<file path="src/rtl/spi_eeprom_front.sv">
module spi_eeprom_front #(
  parameter int DEPTH = 32768,
  parameter logic [7:0] OP_WREN = 8'h06,
  parameter logic [7:0] OP_WRDI = 8'h04,
  parameter logic [7:0] OP_RDSR = 8'h05,
  parameter logic [7:0] OP_WRSR = 8'h01,
  parameter logic [7:0] OP_READ = 8'h03,
  parameter logic [7:0] OP_WRITE = 8'h02,
  localparam int AW = $clog2(DEPTH)
) (
  input  logic          clk,
  input  logic          rst_n,
  input  logic          cs_n,
  input  logic          sck,
  input  logic          si,
  input  logic          hold_n,
  output logic          so,
  output logic          so_oe,
  input  logic [7:0]    stat_in,
  output logic          cmd_wren,
  output logic          cmd_wrdi,
  output logic          stat_wr,
  output logic [AW-1:0] mem_addr,
  output logic [7:0]    mem_wdata,
  output logic          mem_wr,
  output logic          mem_rd,
  input  logic [7:0]    mem_rdata
);

  logic [1:0] s_cs, s_sck, s_si, s_hold;
  logic sck_d, held, lock, tx_on, so_r, rd_q;
  logic [2:0] bit_cnt;
  logic [6:0] rx_sr;
  logic [1:0] idx;
  logic [7:0] op, addr_hi, tx_sr, wdata;
  logic [AW-1:0] addr;

  wire cs_s = s_cs[1];
  wire live = ~cs_s & ~held & ~lock;
  wire rise = live & s_sck[1] & ~sck_d;
  wire fall = live & ~s_sck[1] & sck_d;
  wire [7:0] rx_byte = {rx_sr, s_si[1]};
  wire done = rise & (bit_cnt == 3'd7);

  assign so = so_r;
  assign so_oe = tx_on & ~cs_s & ~held & ~lock;
  assign mem_addr = addr;
  assign mem_wdata = wdata;

  always_ff @(posedge clk or negedge rst_n) begin
    if (!rst_n) begin
      s_cs <= 2'b11; s_sck <= 2'b00; s_si <= 2'b00; s_hold <= 2'b11;
      sck_d <= 1'b0; held <= 1'b0; lock <= 1'b0; tx_on <= 1'b0;
      so_r <= 1'b0; rd_q <= 1'b0; bit_cnt <= '0; rx_sr <= '0; idx <= '0;
      op <= '0; addr_hi <= '0; tx_sr <= '0; wdata <= '0; addr <= '0;
      cmd_wren <= 1'b0; cmd_wrdi <= 1'b0; stat_wr <= 1'b0;
      mem_wr <= 1'b0; mem_rd <= 1'b0;
    end else begin
      s_cs <= {s_cs[0], cs_n};
      s_sck <= {s_sck[0], sck};
      s_si <= {s_si[0], si};
      s_hold <= {s_hold[0], hold_n};
      sck_d <= s_sck[1];
      cmd_wren <= 1'b0; cmd_wrdi <= 1'b0; stat_wr <= 1'b0;
      mem_wr <= 1'b0; mem_rd <= 1'b0;
      rd_q <= mem_rd;
      if (mem_wr) addr <= addr + AW'(1);
      if (rd_q) begin
        tx_sr <= mem_rdata;
        tx_on <= 1'b1;
      end
      if (cs_s) begin
        held <= 1'b0; lock <= 1'b0; tx_on <= 1'b0;
        bit_cnt <= '0; idx <= '0;
      end else begin
        if (!s_sck[1]) held <= ~s_hold[1];
        if (rise) begin
          bit_cnt <= bit_cnt + 3'd1;
          rx_sr <= {rx_sr[5:0], s_si[1]};
        end
        if (fall && tx_on) begin
          so_r <= tx_sr[7];
          tx_sr <= {tx_sr[6:0], 1'b0};
        end
        if (done) begin
          if (idx != 2'd3) idx <= idx + 2'd1;
          case (idx)
            2'd0: begin
              op <= rx_byte;
              if (rx_byte == OP_WREN) cmd_wren <= 1'b1;
              else if (rx_byte == OP_WRDI) cmd_wrdi <= 1'b1;
              else if (rx_byte == OP_RDSR) begin
                tx_sr <= stat_in;
                tx_on <= 1'b1;
              end else if (rx_byte != OP_WRSR && rx_byte != OP_READ && rx_byte != OP_WRITE)
                lock <= 1'b1;
            end
            2'd1: begin
              if (op == OP_WRSR) begin
                wdata <= rx_byte;
                stat_wr <= 1'b1;
              end else addr_hi <= rx_byte;
            end
            2'd2: begin
              if (op == OP_READ || op == OP_WRITE) addr <= AW'({addr_hi, rx_byte});
              if (op == OP_READ) mem_rd <= 1'b1;
            end
            default: begin
              if (op == OP_WRITE) begin
                wdata <= rx_byte;
                mem_wr <= 1'b1;
              end
              if (op == OP_READ) begin
                addr <= addr + AW'(1);
                mem_rd <= 1'b1;
              end
            end
          endcase
          if (idx != 2'd0 && op == OP_RDSR) tx_sr <= stat_in;
        end
      end
    end
  end

  p_one_strobe_r10: assert property (@(posedge clk) disable iff (!rst_n)
    $onehot0({cmd_wren, cmd_wrdi, stat_wr, mem_wr, mem_rd}));

  p_wr_step_r3: assert property (@(posedge clk) disable iff (!rst_n)
    mem_wr |=> (!mem_wr && mem_addr == $past(mem_addr) + AW'(1)));

  p_hold_edge_r9: assert property (@(posedge clk) disable iff (!rst_n)
    (!cs_s && s_sck[1]) |=> $stable(held));

  p_lock_keep_r7: assert property (@(posedge clk) disable iff (!rst_n)
    (lock && !cs_s) |=> lock);

  p_lock_quiet_r7: assert property (@(posedge clk) disable iff (!rst_n)
    lock |-> !(cmd_wren || cmd_wrdi || stat_wr || mem_wr || mem_rd));

  p_idle_r8: assert property (@(posedge clk) disable iff (!rst_n)
    cs_s |=> !so_oe);

endmodule

</file>
<file path="config.mk">
export PLATFORM = sky130hd
export DESIGN_NAME = spi_eeprom_front
export DESIGN_NICKNAME = d
export VERILOG_FILES = /design/src/rtl/spi_eeprom_front.sv
export SDC_FILE = /design/constraint.sdc
export NUM_CORES = 1
export LEC_CHECK = 0
export ABC_AREA = 1
export ABC_CLOCK_PERIOD_IN_PS = 2800
export BUFFER_PORTS_ARGS = -buffer_cell sky130_fd_sc_hd__buf_4
export CORE_ASPECT_RATIO = 0.6
export CORE_MARGIN = 1
export CORE_UTILIZATION = 55
export DETAILED_ROUTE_END_ITERATION = 10
export GPL_ROUTABILITY_DRIVEN = 0
export GPL_TIMING_DRIVEN = 0
export MAX_ROUTING_LAYER = met4
export PLACE_DENSITY_LB_ADDON = 0.05
export SYNTH_ARGS = -nofsm -noshare
export SYNTH_HDL_FRONTEND = slang
export SYNTH_SLANG_ARGS = --single-unit
</file>
<file path="constraint.sdc">
create_clock -name clk -period 2.8 [get_ports clk]
set_clock_uncertainty 0.1 [all_clocks]
set_input_delay 0.84 -clock clk [delete_from_list [all_inputs] [get_ports clk]]
set_output_delay 0.84 -clock clk [all_outputs]
set_load 0.05 [all_outputs]
</file>
Word level (Yosys, flattened, before mapping)
Cells that the tools add are included.
{ "totals": {"reg_bits": 77, "inputBits": 22, "output_inout_bits": 30, "wordCells": 146} }
{ "op_classes": {"addsub": 3, "eq_ne": 19, "muxes": 60, "bitwise_logic": 18, "n_reduce_logical": 23} }
{ "ops": {"columns": ["cell", "count"], "rows": [
  ["8-bit two-way mux", 11],
  ["15-bit two-way mux", 5],
  ["1-bit two-way mux", 37],
  ["8-bit by 3-bit == test with 1-bit output, second input constant", 4],
  ["15-bit case mux with 2 select lines", 1],
  ["8-bit by 2-bit == test with 1-bit output, second input constant", 2],
  ["8-bit by 2-bit inequality test with 1-bit output, second input constant", 2],
  ["8-bit case mux with 2 select lines", 1],
  ["15-bit by 1-bit adder with 15-bit output, second input constant", 1],
  ["2-bit nonzero test", 7],
  ["2-bit inequality test, second input constant", 6],
  ["1-bit bitwise AND", 10],
  ["8-bit by 1-bit == test with 1-bit output, second input constant", 1],
  ["8-bit by 1-bit inequality test with 1-bit output, second input constant", 1],
  ["1-bit inverter", 8],
  ["2-bit two-way mux", 3],
  ["3-bit two-way mux", 2],
  ["2-bit AND reduction", 3],
  ["6-bit AND reduction", 1],
  ["5-bit AND reduction", 1],
  ["1-bit logical AND", 4],
  ["4-bit AND reduction", 1],
  ["2-bit OR reduction", 2],
  ["3-bit by 1-bit adder with 3-bit output, second input constant", 1],
  ["other kinds (8)", 8]
]} }

Depth between registers and ports, before layout
Gate-level depths: netlist (run 1).
{ "logic_depth": {"depth_word": 14, "ltp_mapped": 13, "mapped_depth_nobuf": 13} }

Worst setup path before layout (run 1)
Ideal clock, no wire load.
{ "synth_timing": {"path_kind": "register to register", "startpoint": "register addr[0], in the netlist mem_addr[0]", "endpoint": "register addr[4], in the netlist mem_addr[4]", "setup_ps": 122, "arrival_time_ps": 1874, "required_time_ps": 2578, "slack_ps": 703, "stages_incl_launch_ff": 11, "path_buffers": 0, "period_less_slack_ps": 2097, "cell_sequence": "dfrtp_1 -> ha_1 -> nand2_1 -> nor2_1 -> nand2_1 -> nand2_1 -> nand2_1 -> o21ai_0 -> nand2_1 -> a21oi_1 -> a21boi_1"} }
{ "synth_between": {"elab_chain_len": 6, "elab_cells_between_ends": 7, "classes_between": "add/sub (1); mux (6)"} }
{ "synth_rtl": {"columns": ["item", "line_no", "rtl"], "rows": [
  ["start, declared", "36", "logic [AW-1:0] addr;"],
  ["start signal, assigned", "67", "if (mem_wr) addr <= addr + AW'(1);"],
  ["start signal, assigned", "105", "if (op == OP_READ || op == OP_WRITE) addr <= AW'({addr_hi, rx_byte});"],
  ["start signal, assigned", "114", "addr <= addr + AW'(1);"],
  ["15-bit by 1-bit adder with 15-bit output *", "67, 114", null],
  ["15-bit two-way mux", "67", null],
  ["15-bit two-way mux, on equally long branches", "113, 105", null],
  ["15-bit case mux with 2 select lines", "87", "case (idx)"],
  ["15-bit two-way mux", "85", "if (done) begin"],
  ["15-bit two-way mux *", "72", "if (cs_s) begin"]
]} }
Every way passes the cells marked *; elsewhere a longest branch is shown, timed or not.
A chain may end at the register's enable or synchronous reset.

Worst setup path after layout (run 1)
{ "layout_timing": {"startpoint": "register idx[1]", "endpoint": "register addr[0], in the netlist mem_addr[0]"} }
{ "layout_between": {"elab_chain_len": 5, "elab_cells_between_ends": 7, "classes_between": "eq/ne (2); mux (3); reduce/logical (2)"} }
{ "layout_rtl": {"columns": ["item", "line_no", "rtl"], "rows": [
  ["start, declared", "34", "logic [1:0] idx;"],
  ["start signal, assigned", "86", "if (idx != 2'd3) idx <= idx + 2'd1;"],
  ["2-bit by 1-bit == test with 1-bit output or 2-bit logical NOT (tied branches)", "87", null],
  ["2-bit OR reduction (no source line)", null, null],
  ["15-bit case mux with 2 select lines *", "87", null],
  ["15-bit two-way mux *", "85", null],
  ["15-bit two-way mux *", "72", null]
]} }
Marked as above.

==> impl_metrics.tcl, run 1 <==
set metrics [dict create \
    tns_ns 0 \
    cts_sinks 77 \
    top_level_ports 52 \
    setup_viol 0 \
    synth-seq-cells 77 \
    drt_wl_total_mm 12.3 \
    numCtsBuffers 9 \
    grt_max_degree 78 \
    max-cap-violations 0 \
    max_slew_margin_pct 33.6 \
    drv_slew 0 \
    path_cells "inv_1 > ha_1 > nor2_2 > inv_1 > a21oi_1 > o21ai_0 > inv_1 > o21ai_0" \
    required_ns 2.90 \
    portBuffers 51 \
    utilization_pct 67.0 \
    ys_warn_count 0 \
    area_growth_pct 18.0 \
    netlist_area_sq_um 4480 \
    clk_latency_ns 0.34 \
    grt_usage_pct 31.5 \
    antenna_found_initial 0 \
    dp_cells 769 \
    drc 0 \
    clk_path_buf_depth 2 \
    grt_overflow 0 \
    fin_cells 785 \
    synthArstFlopShare_pct 100 \
    power_uw 2630 \
    grt_pass1_vias 4062 \
    start_util_pct 56.8 \
    cp_max_fo 10 \
    grt_busiest_layer "met1" \
    synth_edf_count 0 \
    synth.top_cells.by_count "190 x nand2_1, 73 x dfrtp_1, 64 x o21ai_0, 62 x nand3_1, 61 x inv_1" \
    syn_area_per_cell_sq_um 7.34 \
    cts_tree "yes" \
    cp-start-kind "flop" \
    status "complete, no violations" \
    viasPerCell 5.64 \
    post-route-period-util_pct 84.6 \
    antenna_cells 0 \
    cts_setup_buffers 0 \
    synthCells 610 \
    coreArea_sq_um 7880 \
    grt_use_met3_pct 8.12 \
    yosys.area.top_type_share_pct 40.8 \
    die_x_um 118 \
    final_nets 702 \
    fillers 682 \
    yosysSeqAreaShare_pct 43.2 \
    vias 4427 \
    ant_nets 0 \
    cts-resized-gates 0 \
    gr-usage-met1_pct 44.7 \
    synthTopCellsByArea "dfrtp_1 41%, nand2_1 16%, o21ai_0 7.2%, nand3_1 6.9%, inv_1 5.1%" \
    htree_levels 3 \
    clkTransAtPathRegs_ns 0.06 \
    yosysMostFrequentCell "nand2_1" \
    drt-initial-drc-count 565 \
    powerDensity_nw_per_um2 497 \
    post-dp-hpwl_mm 9.00 \
    min_path_type "reg2reg" \
    core.rowCount 25 \
    cts_root_buf "clkbuf_16" \
    vdd_drop_max_v 0.000292 \
    die_y_um 71.9 \
    die-area_sq_um 8520 \
    ys.flop_type "dfrtp_1" \
    crit_type "reg2reg" \
    rsz0062_at_grt "false" \
    critical_path_arrival_ns 2.47 \
    synth_top_area_cell "dfrtp_1" \
    detail_route.first_pass.iterations 7 \
    pre_cts_ws_ns 0.558 \
    worst_slew_pin_slew_ns 0.995 \
    synth.distinct_cells 41 \
    critPathSlowestCell "nor2_2" \
    use_met2_pct 44.1 \
    postCtsHoldBufs 0 \
    grt_pass1_wl_mm 19.9 \
    cpPeakStageDelay_ns 0.47 \
    end_kind "flop" \
    fmax_ghz 0.422 \
    avgRoutedWirePerCell_um 15.7 \
    setup_ws_ns 0.432 \
    hold_viol 0 \
    cp_common_cell "inv_1" \
    p_leak_uw 0.00267 \
    period_needed_ns 2.37 \
    final_layout_size_suffix_gt1_share_pct 15.8 \
    syn_nets 640 \
]
==> cells by family after synthesis <==
group,count (synthesis),synth area share (%)
XOR/XNOR,2,0.391
AND/OR/NAND/NOR,328,31.9
AO/OA/AOI/OAI,101,12.5
buffers and inverters,86,8.02
flip-flops,77,43.2
adder cells (fa/ha/maj),8,2.24
multiplexers,8,1.82
==> final cells by class <==
| cell class | instances | area, sq um | share of cell area (%) |
|---|---|---|---|
| Multi-Input combinational cell | 447 | 2190 | 41.4 |
| Sequential cell | 77 | 1930 | 36.6 |
| Timing Repair Buffer | 51 | 383 | 7.25 |
| Clock buffer | 12 | 256 | 4.86 |
| Inverter | 66 | 248 | 4.69 |
| Tap cell | 108 | 135 | 2.56 |
| Buffer | 20 | 111 | 2.11 |
| Clock inverter | 4 | 31.3 | 0.592 |
==> critical path, delay by kind of cell, from the launching register on <==
family                   cells  cell delay [ns]
AND/OR/NAND/NOR              1             0.47
adder cells (fa/ha/maj)      1             0.28
AO/OA/AOI/OAI                3             0.56
buffers and inverters        3             0.41
flip-flops                   1             0.41
==> where the power goes <==
group	internal, uW	switching (uW)	total, uW	leakage, uW
sequential	1160	49.4	1210	0.00103
combinational	90.3	215	305	0.00152
clock	652	463	1110	0.000131
==> final timing paths <==
path | start | end | slack, ns | cells past startpoint
worst max register to register | idx[1] | mem_addr[0] | 0.43 | 8
worst max-delay path | idx[1] | mem_addr[0] | 0.43 | 8
worst min register to register | s_sck[0] | s_sck[1] | 0.25 | 0
min in group asynchronous | rst_n | mem_wdata[7] | 0.56 | 1
worst min-delay path | s_sck[0] | s_sck[1] | 0.25 | 0
max in group asynchronous | rst_n | tx_sr[4] | 1.40 | 1
==> metrics by stage <==
stage / area [sq um] / hold WS, ns
6_report: 5280 / 0.250
5_1_grt: 5280 / 0.252
4_1_cts: 5280 / 0.251
3_5_place_dp: 4990 / 0.237
3_3_place_gp: 4990 / 0.236
2_1_floorplan: 4480 / 0.231
==> per-layer routing <==
layer,vias up,wire (um)
li1,2103,-
met1,2106,5770
met2,197,5160
met3,21,1250
met4,0,145
met5,-,0
==> sequential cells by signal (all words and copies together), names as in the netlist, 2 cells and up <==
register / cells
op: 8
rx_sr: 7
s_si: 2
s_sck: 2
addr_hi: 7
mem_addr: 15
idx: 2
tx_sr: 8
s_hold: 2
bit_cnt: 3
s_cs: 2
mem_wdata: 8
==> placed cells by master (no fill, tap or decap), drive strengths merged, types with 8 or more instances in the layout <==
| master | n |
|---|---|
| a21oi | 19 |
| buf | 63 |
| clkbuf | 20 |
| dfrtp | 73 |
| ha | 8 |
| inv | 65 |
| nand2 | 193 |
| nand3 | 64 |
| nand4 | 8 |
| nor2 | 48 |
| nor3 | 9 |
| o21ai | 73 |
Power figures use the tool's default switching activity.
==> run 2: changes to the inputs <==
--- a/config.mk
+++ b/config.mk
@@ -5,12 +5,12 @@
 export SDC_FILE = /design/constraint.sdc
 export NUM_CORES = 1
 export LEC_CHECK = 0
-export ABC_AREA = 1
-export ABC_CLOCK_PERIOD_IN_PS = 2800
+export ABC_AREA = 0
+export ABC_CLOCK_PERIOD_IN_PS = 1900
 export BUFFER_PORTS_ARGS = -buffer_cell sky130_fd_sc_hd__buf_4
 export CORE_ASPECT_RATIO = 0.6
 export CORE_MARGIN = 1
-export CORE_UTILIZATION = 55
+export CORE_UTILIZATION = 52
 export DETAILED_ROUTE_END_ITERATION = 10
 export GPL_ROUTABILITY_DRIVEN = 0
 export GPL_TIMING_DRIVEN = 0
==> constraint.sdc (replaced) <==
create_clock -name clk -period 1.9 [get_ports clk]
set_clock_uncertainty 0.1 [all_clocks]
set_input_delay 0.57 -clock clk [delete_from_list [all_inputs] [get_ports clk]]
set_output_delay 0.57 -clock clk [all_outputs]
set_load 0.05 [all_outputs]
==> impl_metrics.tcl, run 2 <==
set metrics [dict create \
    cp_num_buf_inv 1 \
    clk_path_buf_depth 2 \
    coreArea_sq_um 7360 \
    cts_tree "yes" \
    crit_family "simple AND/OR/NAND/NOR gates" \
    final_layout_size_suffix_gt1_share_pct 53.2 \
    max-cap-violations 0 \
    power_uw 3880 \
    synth_edf_count 0 \
    crit_type "reg2reg" \
    grt_overflow 0 \
    clkTransAtPathRegs_ns 0.06 \
    drc 0 \
    syn_nets 406 \
    final_nets 506 \
    ys.flop_type "dfrtp_1" \
    synthCells 376 \
    powerDensity_nw_per_um2 659 \
    synth-seq-cells 77 \
    cp-start-kind "flop" \
    vdd_drop_max_v 0.000540 \
    dpl_cell_area_sq_um 4610 \
    required_ns 2.04 \
    reg2reg_from "rx_sr[5]" \
    postCtsHoldBufs 0 \
    end_kind "flop" \
    grt_pass1_wl_mm 18.0 \
    drt-initial-drc-count 345 \
    area_growth_pct 47.3 \
    min_path_type "in2reg" \
    grt_pass1_vias 3408 \
    antenna_found_initial 0 \
    ys_warn_count 0 \
    synth.distinct_cells 54 \
    status "finished with violations" \
    critPathSlowestCell "or4_4" \
    grt_usage_pct 31.4 \
    viasPerCell 6.15 \
    reg2regPathDepth 6 \
    cpPeakStageDelay_ns 0.54 \
    post-dp-hpwl_mm 6.66 \
    fmax_ghz 0.443 \
    synthTopCellsByArea "dfrtp_1 46%, mux2_2 9.0%, nor2_1 2.9%, xor2_1 2.9%, nand2_1 2.7%" \
    dp_cells 531 \
    numCtsBuffers 9 \
    max_slew_margin_pct 35.3 \
    p_leak_uw 0.00259 \
    netlist_area_sq_um 3990 \
    largest_reg_flops 15 \
    period_needed_ns 2.26 \
    synth_top_area_cell "dfrtp_1" \
    mostFrequentLayoutCell "buf_4" \
    cp_common_cell "or4_4" \
    path_cells "or4_4 > or4_4 > o22ai_4 > buf_6 > a211oi_2 > a21o_1" \
    worstHoldEndpoint "s_si[0]" \
    grt_max_degree 78 \
    htree_levels 3 \
    synthArstFlopShare_pct 100 \
    reg2reg_slack_ns -0.36 \
    reg2reg_to "tx_sr[6]" \
    die_x_um 115 \
    setup_viol 49 \
    vias 3600 \
    top_level_ports 52 \
    portBuffers 51 \
    cts_sinks 77 \
    violations "setup timing" \
    synth.top_cells.by_count "73 x dfrtp_1, 32 x mux2_2, 31 x nor2_1, 29 x nand2_1, 15 x nand3_1" \
    hold_depth 1 \
    setup_ws_ns -0.357 \
    drv_slew 0 \
    start_util_pct 54.2 \
    post-route-period-util_pct 119 \
    die-area_sq_um 8040 \
    cts_root_buf "clkbuf_16" \
    cp_max_fo 5 \
    hold_viol 0 \
    antenna_cells 0 \
    clk_latency_ns 0.35 \
    yosysSeqAreaShare_pct 48.4 \
    avgRoutedWirePerCell_um 21.2 \
    final_cell_mix "83 x buf_4, 58 x dfrtp_1, 23 x nor2_1, 23 x mux2_4, 16 x nand2_1" \
    die_y_um 69.9 \
    rsz0062_at_grt "true" \
    yosys.area.top_type_share_pct 45.8 \
    ant_nets 0 \
    yosysMostFrequentCell "dfrtp_1" \
    min_from "si" \
    final_cell_area_sq_um 5880 \
    critical_path_arrival_ns 2.40 \
    syn_area_per_cell_sq_um 10.6 \
    fin_cells 585 \
    detail_route.first_pass.iterations 5 \
    worst_slew_pin_slew_ns 0.970 \
    drt_wl_total_mm 12.4 \
    core.rowCount 24 \
]
==> run 2: power breakdown <==
group | internal [uW] | switching [uW] | leakage, uW | total, uW
Clock | 961 | 701 | 0.000135 | 1660
Combinational | 160 | 209 | 0.00147 | 370
Sequential | 1720 | 121 | 0.000980 | 1840
==> run 2: cell type report <==
class	instances	area, sq um
Sequential cell	77	1950
Tap cell	104	130
Clock buffer	12	256
Fill cell	413	1480
Clock inverter	4	32.5
Buffer	9	57.6
Timing Repair Buffer	100	860
Inverter	7	31.3
Multi-Input combinational cell	272	2560
==> run 2: logic make-up after synthesis <==
kind of cell | share of synthesized area, %
AO/OA/AOI/OAI | 11.8
multiplexers | 11.5
flip-flops | 48.4
XOR/XNOR | 5.49
buffers and inverters | 2.85
AND/OR/NAND/NOR | 17.4
adder cells (fa/ha/maj) | 2.51
==> run 2: metrics by stage <==
| stage | worst slack [ns] | utilization (%) | TNS (ns) | hold WS (ns) |
|---|---|---|---|---|
| after floorplan | -0.280 | - | -3.14 | 0.174 |
| after global routing | -0.412 | 79.9 | -10.16 | 0.225 |
| after detailed placement | -0.518 | 62.7 | -14.58 | 0.237 |
| after global placement | -0.530 | 62.7 | -13.55 | 0.232 |
| final | -0.357 | 79.9 | -7.09 | 0.227 |
| after CTS | -0.326 | 76.6 | -7.43 | 0.226 |
==> run 2: routing by layer <==
layer,vias to the layer above,share of wire [%],track usage [%]
li1,1569,-,-
met1,1769,42,44.0
met2,219,45,45.0
met3,43,8.9,7.20
met4,0,3.2,10.7
met5,-,0,-
==> run 2: how the worst max path moves through the flow <==
| stage | from | endpoint | slack (ns) | cells past startpoint |
|---|---|---|---|---|
| global placement | rx_sr[5] | tx_sr[6] | -0.53 | 6 |
| floorplan | rx_sr[5] | tx_sr[6] | -0.28 | 6 |
| CTS | rx_sr[5] | tx_sr[5] | -0.33 | 6 |
| global route | rx_sr[5] | tx_sr[1] | -0.41 | 6 |
| finish | rx_sr[5] | tx_sr[6] | -0.36 | 6 |
| detailed placement | rx_sr[5] | tx_sr[6] | -0.52 | 6 |
==> run 2: timing repair <==
action	CTS	global route
gates cloned	1	0
setup buffers	31	20
gates resized for setup	118	40
pin swaps	25	34
endpoints found under the setup margin	60	56
==> run 3: changes to the inputs <==
--- a/config.mk
+++ b/config.mk
@@ -8,7 +8,6 @@
 export ABC_AREA = 0
 export ABC_CLOCK_PERIOD_IN_PS = 1900
 export BUFFER_PORTS_ARGS = -buffer_cell sky130_fd_sc_hd__buf_4
-export CORE_ASPECT_RATIO = 0.6
 export CORE_MARGIN = 1
 export CORE_UTILIZATION = 52
 export DETAILED_ROUTE_END_ITERATION = 10
==> impl_metrics.tcl, run 3 (synthesis gave the netlist of run 2 again) <==
set metrics [dict create \
    start_util_pct 54.4 \
    required_ns 2.04 \
    cp_max_fo 3 \
    cts_sinks 77 \
    cts_tree "yes" \
    p_leak_uw 0.00258 \
    max-cap-violations 0 \
    htree_levels 3 \
    die_x_um 89.6 \
    setup_viol 48 \
    grt_overflow 0 \
    fillers 451 \
    coreArea_sq_um 7330 \
    rsz0062_at_grt "true" \
    max_slew_margin_pct 34.4 \
    grt_usage_pct 29.2 \
    top_level_ports 52 \
    vias 3457 \
    route.met3.wl_um 653 \
    hold_viol 0 \
    core.rowCount 31 \
    antenna_cells 0 \
    highest_layer "met4" \
    die_y_um 89.6 \
    numCtsBuffers 9 \
    cp-start-kind "flop" \
    crit_type "reg2reg" \
    fmax_ghz 0.448 \
    clk_path_buf_depth 2 \
    detail_route.first_pass.iterations 4 \
    drt-initial-drc-count 229 \
    status "finished with violations" \
    postCtsHoldBufs 0 \
    final_nets 512 \
    portBuffers 51 \
    powerDensity_nw_per_um2 644 \
    tns_ns -6.96 \
    antenna_found_initial 0 \
    route.met2.wl_mm 5.39 \
    drv_slew 0 \
    grt_max_degree 78 \
    worst_slew_pin_slew_ns 0.984 \
    mostFrequentLayoutCell "buf_4" \
    min_path_type "in2reg" \
    post-dp-hpwl_mm 6.42 \
    setup_ws_ns -0.332 \
    drt_wl_total_mm 11.1 \
    drc 0 \
    avgRoutedWirePerCell_um 18.9 \
    wl_met1_mm 4.81 \
    grt_pass1_wl_mm 16.8 \
    post-route-period-util_pct 117 \
    critical_path_arrival_ns 2.38 \
    violations "setup timing" \
    ant_nets 0 \
    end_kind "flop" \
    cts_root_buf "clkbuf_8" \
    largest_reg_flops 15 \
    die-area_sq_um 8030 \
    area_growth_pct 45.2 \
    period_needed_ns 2.23 \
    final_cell_mix "84 x buf_4, 57 x dfrtp_1, 25 x nor2_1, 23 x mux2_4, 17 x buf_6" \
    final_layout_size_suffix_gt1_share_pct 51.7 \
    grt_pass1_vias 3266 \
    clk_latency_ns 0.36 \
    viasPerCell 5.90 \
    clkTransAtPathRegs_ns 0.08 \
    hold_slack_ns 0.217 \
    vdd_drop_max_v 0.000804 \
]
-- run 3: area by class of cell --
cell class / count / area [sq um] / area share, %
buffer: 15 / 108 / 1.86
clock buffer: 11 / 141 / 2.44
clock inverter: 5 / 106 / 1.84
inverter: 7 / 28.8 / 0.497
multi-input combinational: 272 / 2510 / 43.4
sequential: 77 / 1950 / 33.7
tap: 99 / 124 / 2.14
timing repair buffer: 100 / 818 / 14.1
-- run 3: worst max-delay path, stage by stage, from the launching register on --
cell,delay (ns)
dfrtp_2,0.41
or4_4,0.56
or4_4,0.45
o22ai_4,0.24
buf_4,0.17
a211oi_1,0.04
a21o_1,0.15
-- run 3: what timing repair did --
item                                    CTS  global route
pin swaps                                28            26
resized for setup                       102            49
cloned                                    1             0
setup buffers                            35            17
endpoints found under the setup margin   61            61
-- run 3: power by group --
group	total (uW)	leakage (uW)	switching (uW)	internal [uW]
clock network	1550	0.000120	632	914
logic	389	0.00149	222	167
registers	1800	0.000978	75.9	1720
total	3730	0.00258	930	2800
-- run 3: metal layers --
metal	track usage, %	vias up
li1	-	1578
met1	39.0	1732
met2	45.4	120
met3	4.48	27
met4	10.7	0
met5	-	-
-- run 3: final timing paths --
check,startpoint,endpoint,slack [ns],cells after the start
min reg2reg,s_sck[0],s_sck[1],0.25,0
min,hold_n,s_hold[0],0.22,1
min in group asynchronous,rst_n,mem_addr[11],0.25,1
max,rx_sr[5],tx_sr[2],-0.33,6
max in group asynchronous,rst_n,mem_addr[2],0.72,1
max reg2reg,rx_sr[5],tx_sr[2],-0.33,6
-- run 3: through the flow --
step                      cell area (sq um)  power [uW]  setup WS (ns)  instances  utilization, %
after floorplan                        4100        1950         -0.280        376               -
after global placement                 4610        2100         -0.516        526            62.8
after detailed placement               4610        2110         -0.519        526            62.8
after CTS                              5510        3700         -0.282        575            75.2
after global routing                   5790        3840         -0.423        586            79.0
final                                  5790        3730         -0.332        586            79.0
